### src/rtl/irq_select.sv
`timescale 1ns/1ps
module irq_select #(
  parameter int XLEN    = 32,
  parameter int NIRQ    = 16,
  parameter int TW      = 64,
  parameter int MTI     = 7,
  parameter bit REG_OUT = 1'b0
) (
  input  logic            clk,
  input  logic            rst_n,
  input  logic [NIRQ-1:0] pend_i,
  input  logic [NIRQ-1:0] en_i,
  input  logic [NIRQ-1:0] dlg_i,
  input  logic [1:0]      priv_i,
  input  logic            m_gie_i,
  input  logic            s_gie_i,
  input  logic [TW-1:0]   rtc_i,
  input  logic            cmp_wr_i,
  input  logic [TW-1:0]   cmp_val_i,
  output logic            req_o,
  output logic [XLEN-1:0] cause_o
);
  localparam int IW = $clog2(NIRQ);
  localparam logic [1:0] PRV_U = 2'd0;
  localparam logic [1:0] PRV_S = 2'd1;
  localparam logic [1:0] PRV_M = 2'd3;

  logic [TW-1:0]   cmp_q;
  logic            mtip_q;
  logic [NIRQ-1:0] pend_eff, cand, elig;
  logic            m_ok, s_ok, any_c;
  logic [IW-1:0]   idx_c;
  logic [XLEN-1:0] cause_c;

  always_ff @(posedge clk) begin
    if (!rst_n) begin
      cmp_q  <= '1;
      mtip_q <= 1'b0;
    end else if (cmp_wr_i) begin
      cmp_q  <= cmp_val_i;
      mtip_q <= 1'b0;
    end else if (rtc_i >= cmp_q) begin
      mtip_q <= 1'b1;
    end
  end

  always_comb begin
    pend_eff      = pend_i;
    pend_eff[MTI] = mtip_q;
  end

  assign cand = pend_eff & en_i;
  assign m_ok = (priv_i != PRV_M) || m_gie_i;
  assign s_ok = (priv_i == PRV_U) || ((priv_i == PRV_S) && s_gie_i);
  assign elig = (cand & ~dlg_i & {NIRQ{m_ok}}) | (cand & dlg_i & {NIRQ{s_ok}});
  assign any_c = |elig;

  always_comb begin
    idx_c = '0;
    for (int i = NIRQ - 1; i >= 0; i--)
      if (elig[i]) idx_c = IW'(i);
  end

  assign cause_c = any_c ? {1'b1, {(XLEN-1-IW){1'b0}}, idx_c} : '0;

  generate
    if (REG_OUT) begin : g_reg
      always_ff @(posedge clk) begin
        if (!rst_n) begin
          req_o   <= 1'b0;
          cause_o <= '0;
        end else begin
          req_o   <= any_c;
          cause_o <= cause_c;
        end
      end
      logic rst_seen_q;
      always_ff @(posedge clk) rst_seen_q <= rst_n;
      p_one_cycle_r11: assert property (@(posedge clk) disable iff (!rst_n)
        rst_seen_q |-> (req_o == $past(any_c)) && (cause_o == $past(cause_c)));
    end else begin : g_comb
      assign req_o   = any_c;
      assign cause_o = cause_c;
    end
  endgenerate

  p_cand_only_r1: assert property (@(posedge clk) disable iff (!rst_n)
    any_c |-> (pend_eff[idx_c] && en_i[idx_c]));
  p_mgate_r2: assert property (@(posedge clk) disable iff (!rst_n)
    (any_c && !dlg_i[idx_c]) |-> (priv_i != 2'd3 || m_gie_i));
  p_sgate_r3: assert property (@(posedge clk) disable iff (!rst_n)
    (any_c && dlg_i[idx_c]) |-> (priv_i == 2'd0 || (priv_i == 2'd1 && s_gie_i)));
  p_lowest_r4: assert property (@(posedge clk) disable iff (!rst_n)
    any_c |-> ((elig & ((NIRQ'(1) << idx_c) - NIRQ'(1))) == '0));
  p_marker_r5: assert property (@(posedge clk) disable iff (!rst_n)
    req_o |-> (cause_o[XLEN-1] && (cause_o[XLEN-2:IW] == '0)));
  p_idle_r6: assert property (@(posedge clk) disable iff (!rst_n)
    !req_o |-> (cause_o == '0));
  p_tset_r7: assert property (@(posedge clk) disable iff (!rst_n)
    (!cmp_wr_i && rtc_i >= cmp_q) |=> mtip_q);
  p_tclr_r8: assert property (@(posedge clk) disable iff (!rst_n)
    cmp_wr_i |=> (!mtip_q && cmp_q == $past(cmp_val_i)));
endmodule

### config.mk
export PLATFORM = sky130hd
export DESIGN_NAME = irq_select
export DESIGN_NICKNAME = d
export VERILOG_FILES = /design/src/rtl/irq_select.sv
export SDC_FILE = /design/constraint.sdc
export NUM_CORES = 1
export LEC_CHECK = 0
export BUFFER_PORTS_ARGS = -buffer_cell sky130_fd_sc_hd__clkbuf_2
export CORE_UTILIZATION = 48
export CTS_CLUSTER_SIZE = 25
export DETAILED_ROUTE_END_ITERATION = 6
export HOLD_SLACK_MARGIN = 0.08
export PLACE_DENSITY = 0.91
export RECOVER_POWER = 50
export SYNTH_ARGS = -nofsm -noshare
export SYNTH_HDL_FRONTEND = slang
export SYNTH_SLANG_ARGS = --single-unit
### constraint.sdc
create_clock -name clk -period 3.3 [get_ports clk]
set_clock_uncertainty 0.15 [all_clocks]
set_input_delay 0.66 -clock clk [delete_from_list [all_inputs] [get_ports clk]]
set_output_delay 0.66 -clock clk [all_outputs]
set_load 0.1 [all_outputs]
==> metrics, run 1 <==
Synth Warn # 0; Rows 35; Worst Setup Path Type in -> out; layout cell share with drive strength beyond 1 28.10%; Max rail drop VDD 0.0002373 V; leak pwr between 0.003 and 0.004 µW; Final min period 3.207 ns; post-route ant nets 0; placer congestion estimate 0.8766; vias after detailed routing 4,820; synthesized area 0.004718 mm²; final setup vio count 0; combinational power share 34.1%; CTS root buffer clkbuf_8; Slew Viols, Final 0; FF+latch count, synth 65; Iter 0 DRT Violations 138; grt ovf 0; Reg clk slew, reported paths 0.08 ns; Tightest Hold Check Type reg -> reg; core area 0.009371 mm²; Top Ports 216; vias in the first global route 4,517; first-pass GRT wire length about 20,000 µm; Area Growth Syn to Fin 27.79%; worst setup slack after layout 0.09259 ns; Hold Violations, Final 0; crit-path leading delay family compound AO/OA/AOI/OAI gates; ys flop type dfxtp_1; GRT Total Usage 24.25%; port bufs 187; sequential share of power 36.2%; die height 101.1 µm; Fillers 776; pwr dens 390.2 mW/mm²; Post-Route Setup TNS 0 ns; most common cell after layout, fill and taps aside clkbuf_2; wire per inst 13.20 µm; status finished clean; RSZ-0062 raised after global routing false; area of the die 0.01023 mm²; Crit. End Element output port; H-tree levels 3; DRC Markers 0; placed instance count 903; final worst path period share 97.19%; clock sink total 65; CP Launch Type input pin; largest net degree at the start of global routing 100; antenna violations before repair 0; worst path bufs/invs 2; Power Total 2352 µW; TritonCTS clock tree built; sw frac around 36%; CTS max path bufs 2; critical-path cell list clkbuf_2 > nor2b_4 > or2_1 > a221o_1 > a221oi_2 > o2111ai_2 > a21oi_4 > buf_12; WL final between 10,000 and 15,000 µm; worst-path maximum fanout 6; final std cells w/o fill 919; DP Wirelength 9656 µm; Int Power 1500 µW; Net Sw Power 852.3 µW; CP peak stage delay 0.34 ns; max_cap viols 0; ANT cells 0; fraction of registers with async set/reset 0%; headroom to the max-slew limit 11.14%; initial core utilization 50.35%; slowest library cell on the worst path a221o_1; Worst path depth 8; post-synth cell types 50; FF-to-FF path depth 8; worst slack, placed a little over 0.09 ns; post-synthesis sequential area ratio 27.58%; DP Area 0.005827 mm²; fmax between 300 and 400 MHz; clk_lat worst skew between 0.3 and 0.4 ns; Finished Cell Area 0.006030 mm²; Least-Margin Pin Slew 1.333 ns; WHS Path Cells 2; Via density 5.245; drt first pass iters 4; Worst EP arrival 2.40 ns; average cell area after synthesis roughly 8 µm²; TritonCTS buffer count 9; commonest cells after routing, fill and taps aside 180 x clkbuf_2, 92 x nand2_1, 70 x inv_1, 65 x dfxtp_1, 64 x ha_1; EDFF count, synth 0; Worst EP required roughly 2.5 ns; post-synthesis cell count 606; Die Width 101.1 µm; Clock power frac approximately 30%; nets 1,032
layout make-up:
cell class | count | area (µm²) | area share (%)
tap | 129 | 161.4 | 2.677
clock inverter | 6 | 67.56 | 1.121
timing repair buffer | 196 | 1105 | 18.32
inverter | 70 | 262.8 | 4.358
clock buffer | 10 | 137.6 | 2.283
sequential | 65 | 1301 | 21.58
multi-input combinational | 443 | 2994 | 49.66
power by group through the flow:
stage / combinational [µW] / clock [µW] / sequential, µW
after global placement: 781 / 0 / 868
after detailed placement: 795 / 0 / 870
final: 802 / 698 / 852
after global routing: 883 / 745 / 856
after floorplan: 571 / 0 / 866
after CTS: 802 / 708 / 852
per-stage QoR:
stage	util, %	hold slack, ns
floorplan	-	0.2959
global placement	62.18	0.3208
detailed placement	62.18	0.3254
CTS	64.37	0.3390
global route	64.34	0.3558
finish	64.34	0.3371
timing repair:
item,in CTS,in global routing
hold buffers,0,0
endpoints found under the setup margin,0,1
buffers inserted,0,0
resized for setup,0,1
sequential cells by signal, summed over array words and instances (netlist names):
signal / cells
cmp_q: 64
mtip_q: 1
worst min-delay path, stage by stage, from the launching register on:
cell and delay, ns:
dfxtp_1 0.30, inv_1 0.06, o211ai_1 0.07
synth_stat cells (all sizes together) (3+ instances only):
master,number,area share [%]
a211oi,6,0.95
a21o,3,0.48
a21oi,49,5.2
a221oi,5,1.1
a41oi,5,0.93
and2,5,0.66
buf,36,5.3
clkbuf,18,1.4
dfxtp,65,28
ha,64,17
inv,70,5.6
nand2,92,7.3
nand2b,4,0.53
nand3,24,2.5
nand3b,17,2.7
nand4,13,1.7
nor2,13,1.0
o2111ai,4,0.74
o211ai,63,10
o21ai,17,1.8
final timing paths:
kind | start | endpoint | slack, ns
worst min-delay path | cmp_q[7]$_SDFFE_PN1P_ | cmp_q[7]$_SDFFE_PN1P_ | 0.34
worst max-delay path | priv_i[0] | cause_o[0] | 0.09
worst max register to register | cmp_q[36]$_SDFFE_PN1P_ | mtip_q$_SDFFE_PP0P_ | 0.83
worst min register to register | cmp_q[7]$_SDFFE_PN1P_ | cmp_q[7]$_SDFFE_PN1P_ | 0.34
cells by family after synthesis:
logic type	after synthesis	share of synthesized area, %
fa+ha+maj	64	16.97
simple gates	178	18.09
flops	65	27.58
compound gates	173	24.77
other cells	1	0.07948
buf+inv	124	12.30
mux	1	0.2122
layer usage:
| metal | GRT usage [%] | routed length, µm | up-vias | share of wire, % |
|---|---|---|---|---|
| met4 | 7.023 | 176 | 0 | 1.5 |
| met2 | 44.48 | 5819 | 201 | 48 |
| li1 | - | - | 2479 | - |
| met3 | 6.970 | 1069 | 17 | 8.8 |
| met1 | 27.17 | 5066 | 2123 | 42 |
| met5 | 0 | 0 | - | 0 |
Note: power is estimated with default switching activity, not from simulation.
==> inputs of run 2 (changes only) <==
Settings changed: CORE_UTILIZATION 48 to 52, PLACE_DENSITY 0.91 to 0.95, SLEW_MARGIN from default to 15.
Clock period 3.3 ns to 3.9 ns, I/O delays scaled along.
==> run 2 against run 1 <==
  * The flow now finishes with violations (max-capacitance violations, max-slew violations)
  * Global-route usage rose by 1.4 points
  * Utilization increased by 2.8 points
  * Setup slack better by 0.16 ns
  * First-iteration DRC count is 14% lower
  * Die area decreased by 7.5%
  * Design area fell by 2.4%
  * Power fell by 16%
  * Sequential share of layout area increased by 0.52 points
  * Sequential power shrank 15%
  * Combinational power is 19% lower
  * Largest power group unchanged
  * Highest routed layer unchanged
==> metrics, run 2 (synthesis gave the netlist of run 1 again) <==
worst slack, placed 0.2510 ns (+0.1578 ns); vias in the first global route 4,792 (+6.1%); final worst path period share a little over nine tenths; post-route ant nets 0 (unchanged); ANT cells 0 (unchanged); port bufs 187 (unchanged); headroom to the max-slew limit -87.03% (-98 points); layout cell share with drive strength beyond 1 27.19% (-0.91 points); final setup vio count 0 (unchanged); Post-Route Setup TNS 0 ns (unchanged); WL final 11,870 µm (-2.1%); Finished Cell Area 0.005887 mm² (-2.4%); TritonCTS clock tree built; M1 wire length 5040 µm (-0.51%); clock sink total 65 (unchanged); max_cap viols 1 (+1); placer congestion estimate 0.9025 (+3.0%); H-tree levels 3 (unchanged); antenna violations before repair 0 (unchanged); setup slack, reg-to-reg 1.44 ns (+0.61 ns); Largest Register cmp_q; grt ovf 0 (unchanged); Area Growth Syn to Fin 24.77%; FF-to-FF path depth 8 (unchanged); clk_lat worst skew 0.34 ns (about the same); Worst EP arrival 2.72 ns (+0.32 ns); fmax 273.9 MHz; pwr dens 335.6 mW/mm² (-14%); RSZ-0062 raised after global routing false; Power Total 1976 µW (-16%); Die Width 97.26 µm (-3.8%); failing checks max-capacitance violations, max-slew violations; GRT Total Usage 25.67% (+1.4 points); Hold Violations, Final 0 (unchanged); status complete, but fails checks; Final min period 3.652 ns; Reg clk slew, reported paths 0.07 ns (about the same); DP Area 0.005679 mm² (-2.5%); Crit. End Element output port; DP Wirelength 9613 µm (-0.45%); Max rail drop VDD 0.0002298 V (-3.2%); Reg-to-Reg Start cmp_q[36]$_SDFFE_PN1P_; CTS max path bufs 2 (unchanged); leak pwr 0.003239 µW (-1.3%); nets 1,029 (-0.29%); Rows 34 (-2.9%); DRC Markers 0 (unchanged); DR WL met3 889 µm (-17%); Critical Path Source priv_i[0]; die height 97.26 µm (-3.8%); largest net degree at the start of global routing 74 (-26%); CP Launch Type input pin; worst-path maximum fanout 9 (+3); Iter 0 DRT Violations 118 (-14%); core area 0.008763 mm² (-6.5%); Slew Viols, Final 74 (+74); commonest cells after routing, fill and taps aside 184 x clkbuf_2, 92 x nand2_1, 70 x inv_1, 65 x dfxtp_1, 64 x ha_1; CTS root buffer clkbuf_8; wire per inst 13.27 µm (+0.50%); TritonCTS buffer count 9 (unchanged); Largest regs cmp_q (64), mtip_q (1); Top Ports 216 (unchanged); CTS Hold Bufs 0 (unchanged); Worst EP required 2.97 ns (+0.48 ns); HP Start cmp_q[21]$_SDFFE_PN1P_; initial core utilization 53.84% (+3.5 points); Tightest Hold Check Type reg -> reg; CTS resizes 0 (unchanged); Least-Margin Pin Slew 2.806 ns (+1.473 ns); drt first pass iters 4 (unchanged); met2 routed WL 5716 µm (-1.8%); worst setup slack after layout 0.2485 ns (+0.1559 ns); max reg flops 64 (unchanged); r2r endpoint mtip_q$_SDFFE_PP0P_; most common cell after layout, fill and taps aside clkbuf_2; Final Core Density 67.18% (+2.8 points); Worst Setup Path Type in -> out; # Post-CTS Setup Buffers 0 (unchanged); area of the die 0.009459 mm² (-7.5%); capture point of the worst path cause_o[0]; vias after detailed routing 4,841 (+0.44%); Top Metal Used met4; Via density 5.409 (+3.1%); first-pass GRT wire length 20,120 µm (+2.5%)
[run 2: changes by cell type in the layout (fill, tap and decap cells not counted), sizes merged]
cell / previous run / this run
buf: 15 / 8
clkinv: 3 / 1
inv: 70 / 72
clkbuf: 191 / 195
[run 2: routing by layer]
layer / GRT usage [%] / up-vias
li1: - / 2477
met1: 29.18 / 2151
met2: 45.67 / 192
met3: 6.906 / 21
met4: 9.842 / 0
met5: 0 / -
[run 2: cell type report]
type / count / area (µm²)
Clock buffer: 10 / 137.6
Clock inverter: 6 / 73.82
Fill cell: 731 / 2877
Inverter: 70 / 262.8
Multi-Input combinational cell: 443 / 2967
Sequential cell: 65 / 1301
Tap cell: 108 / 135.1
Timing Repair Buffer: 193 / 1010
[run 2: metrics by stage]
stage,cells,hold slack [ns]
final,895,0.3361
after global routing,895,0.3585
after detailed placement,879,0.3274
after CTS,895,0.3390
after global placement,879,0.3116
after floorplan,632,0.2959
[run 2: worst min-delay path by stage]
stage	to	cells past startpoint
6_report	cmp_q[21]$_SDFFE_PN1P_	2
3_3_place_gp	cmp_q[0]$_SDFFE_PN1P_	2
2_1_floorplan	cmp_q[0]$_SDFFE_PN1P_	2
3_5_place_dp	cmp_q[49]$_SDFFE_PN1P_	2
4_1_cts	cmp_q[61]$_SDFFE_PN1P_	2
5_1_grt	cmp_q[16]$_SDFFE_PN1P_	2
[run 2: report_power, final]
group          internal, µW  switching (µW)
clock                   320             286
combinational           224             425
sequential              709            12.0
total                  1250             723
[run 2: worst max-delay path, cell delays in order]
cell and delay [ns]:
clkbuf_2 0.13, nor2b_4 0.15, or2_1 0.34, a221o_1 0.39, a221oi_2 0.26, o2111ai_1 0.25
a21oi_4 0.22, buf_12 0.19
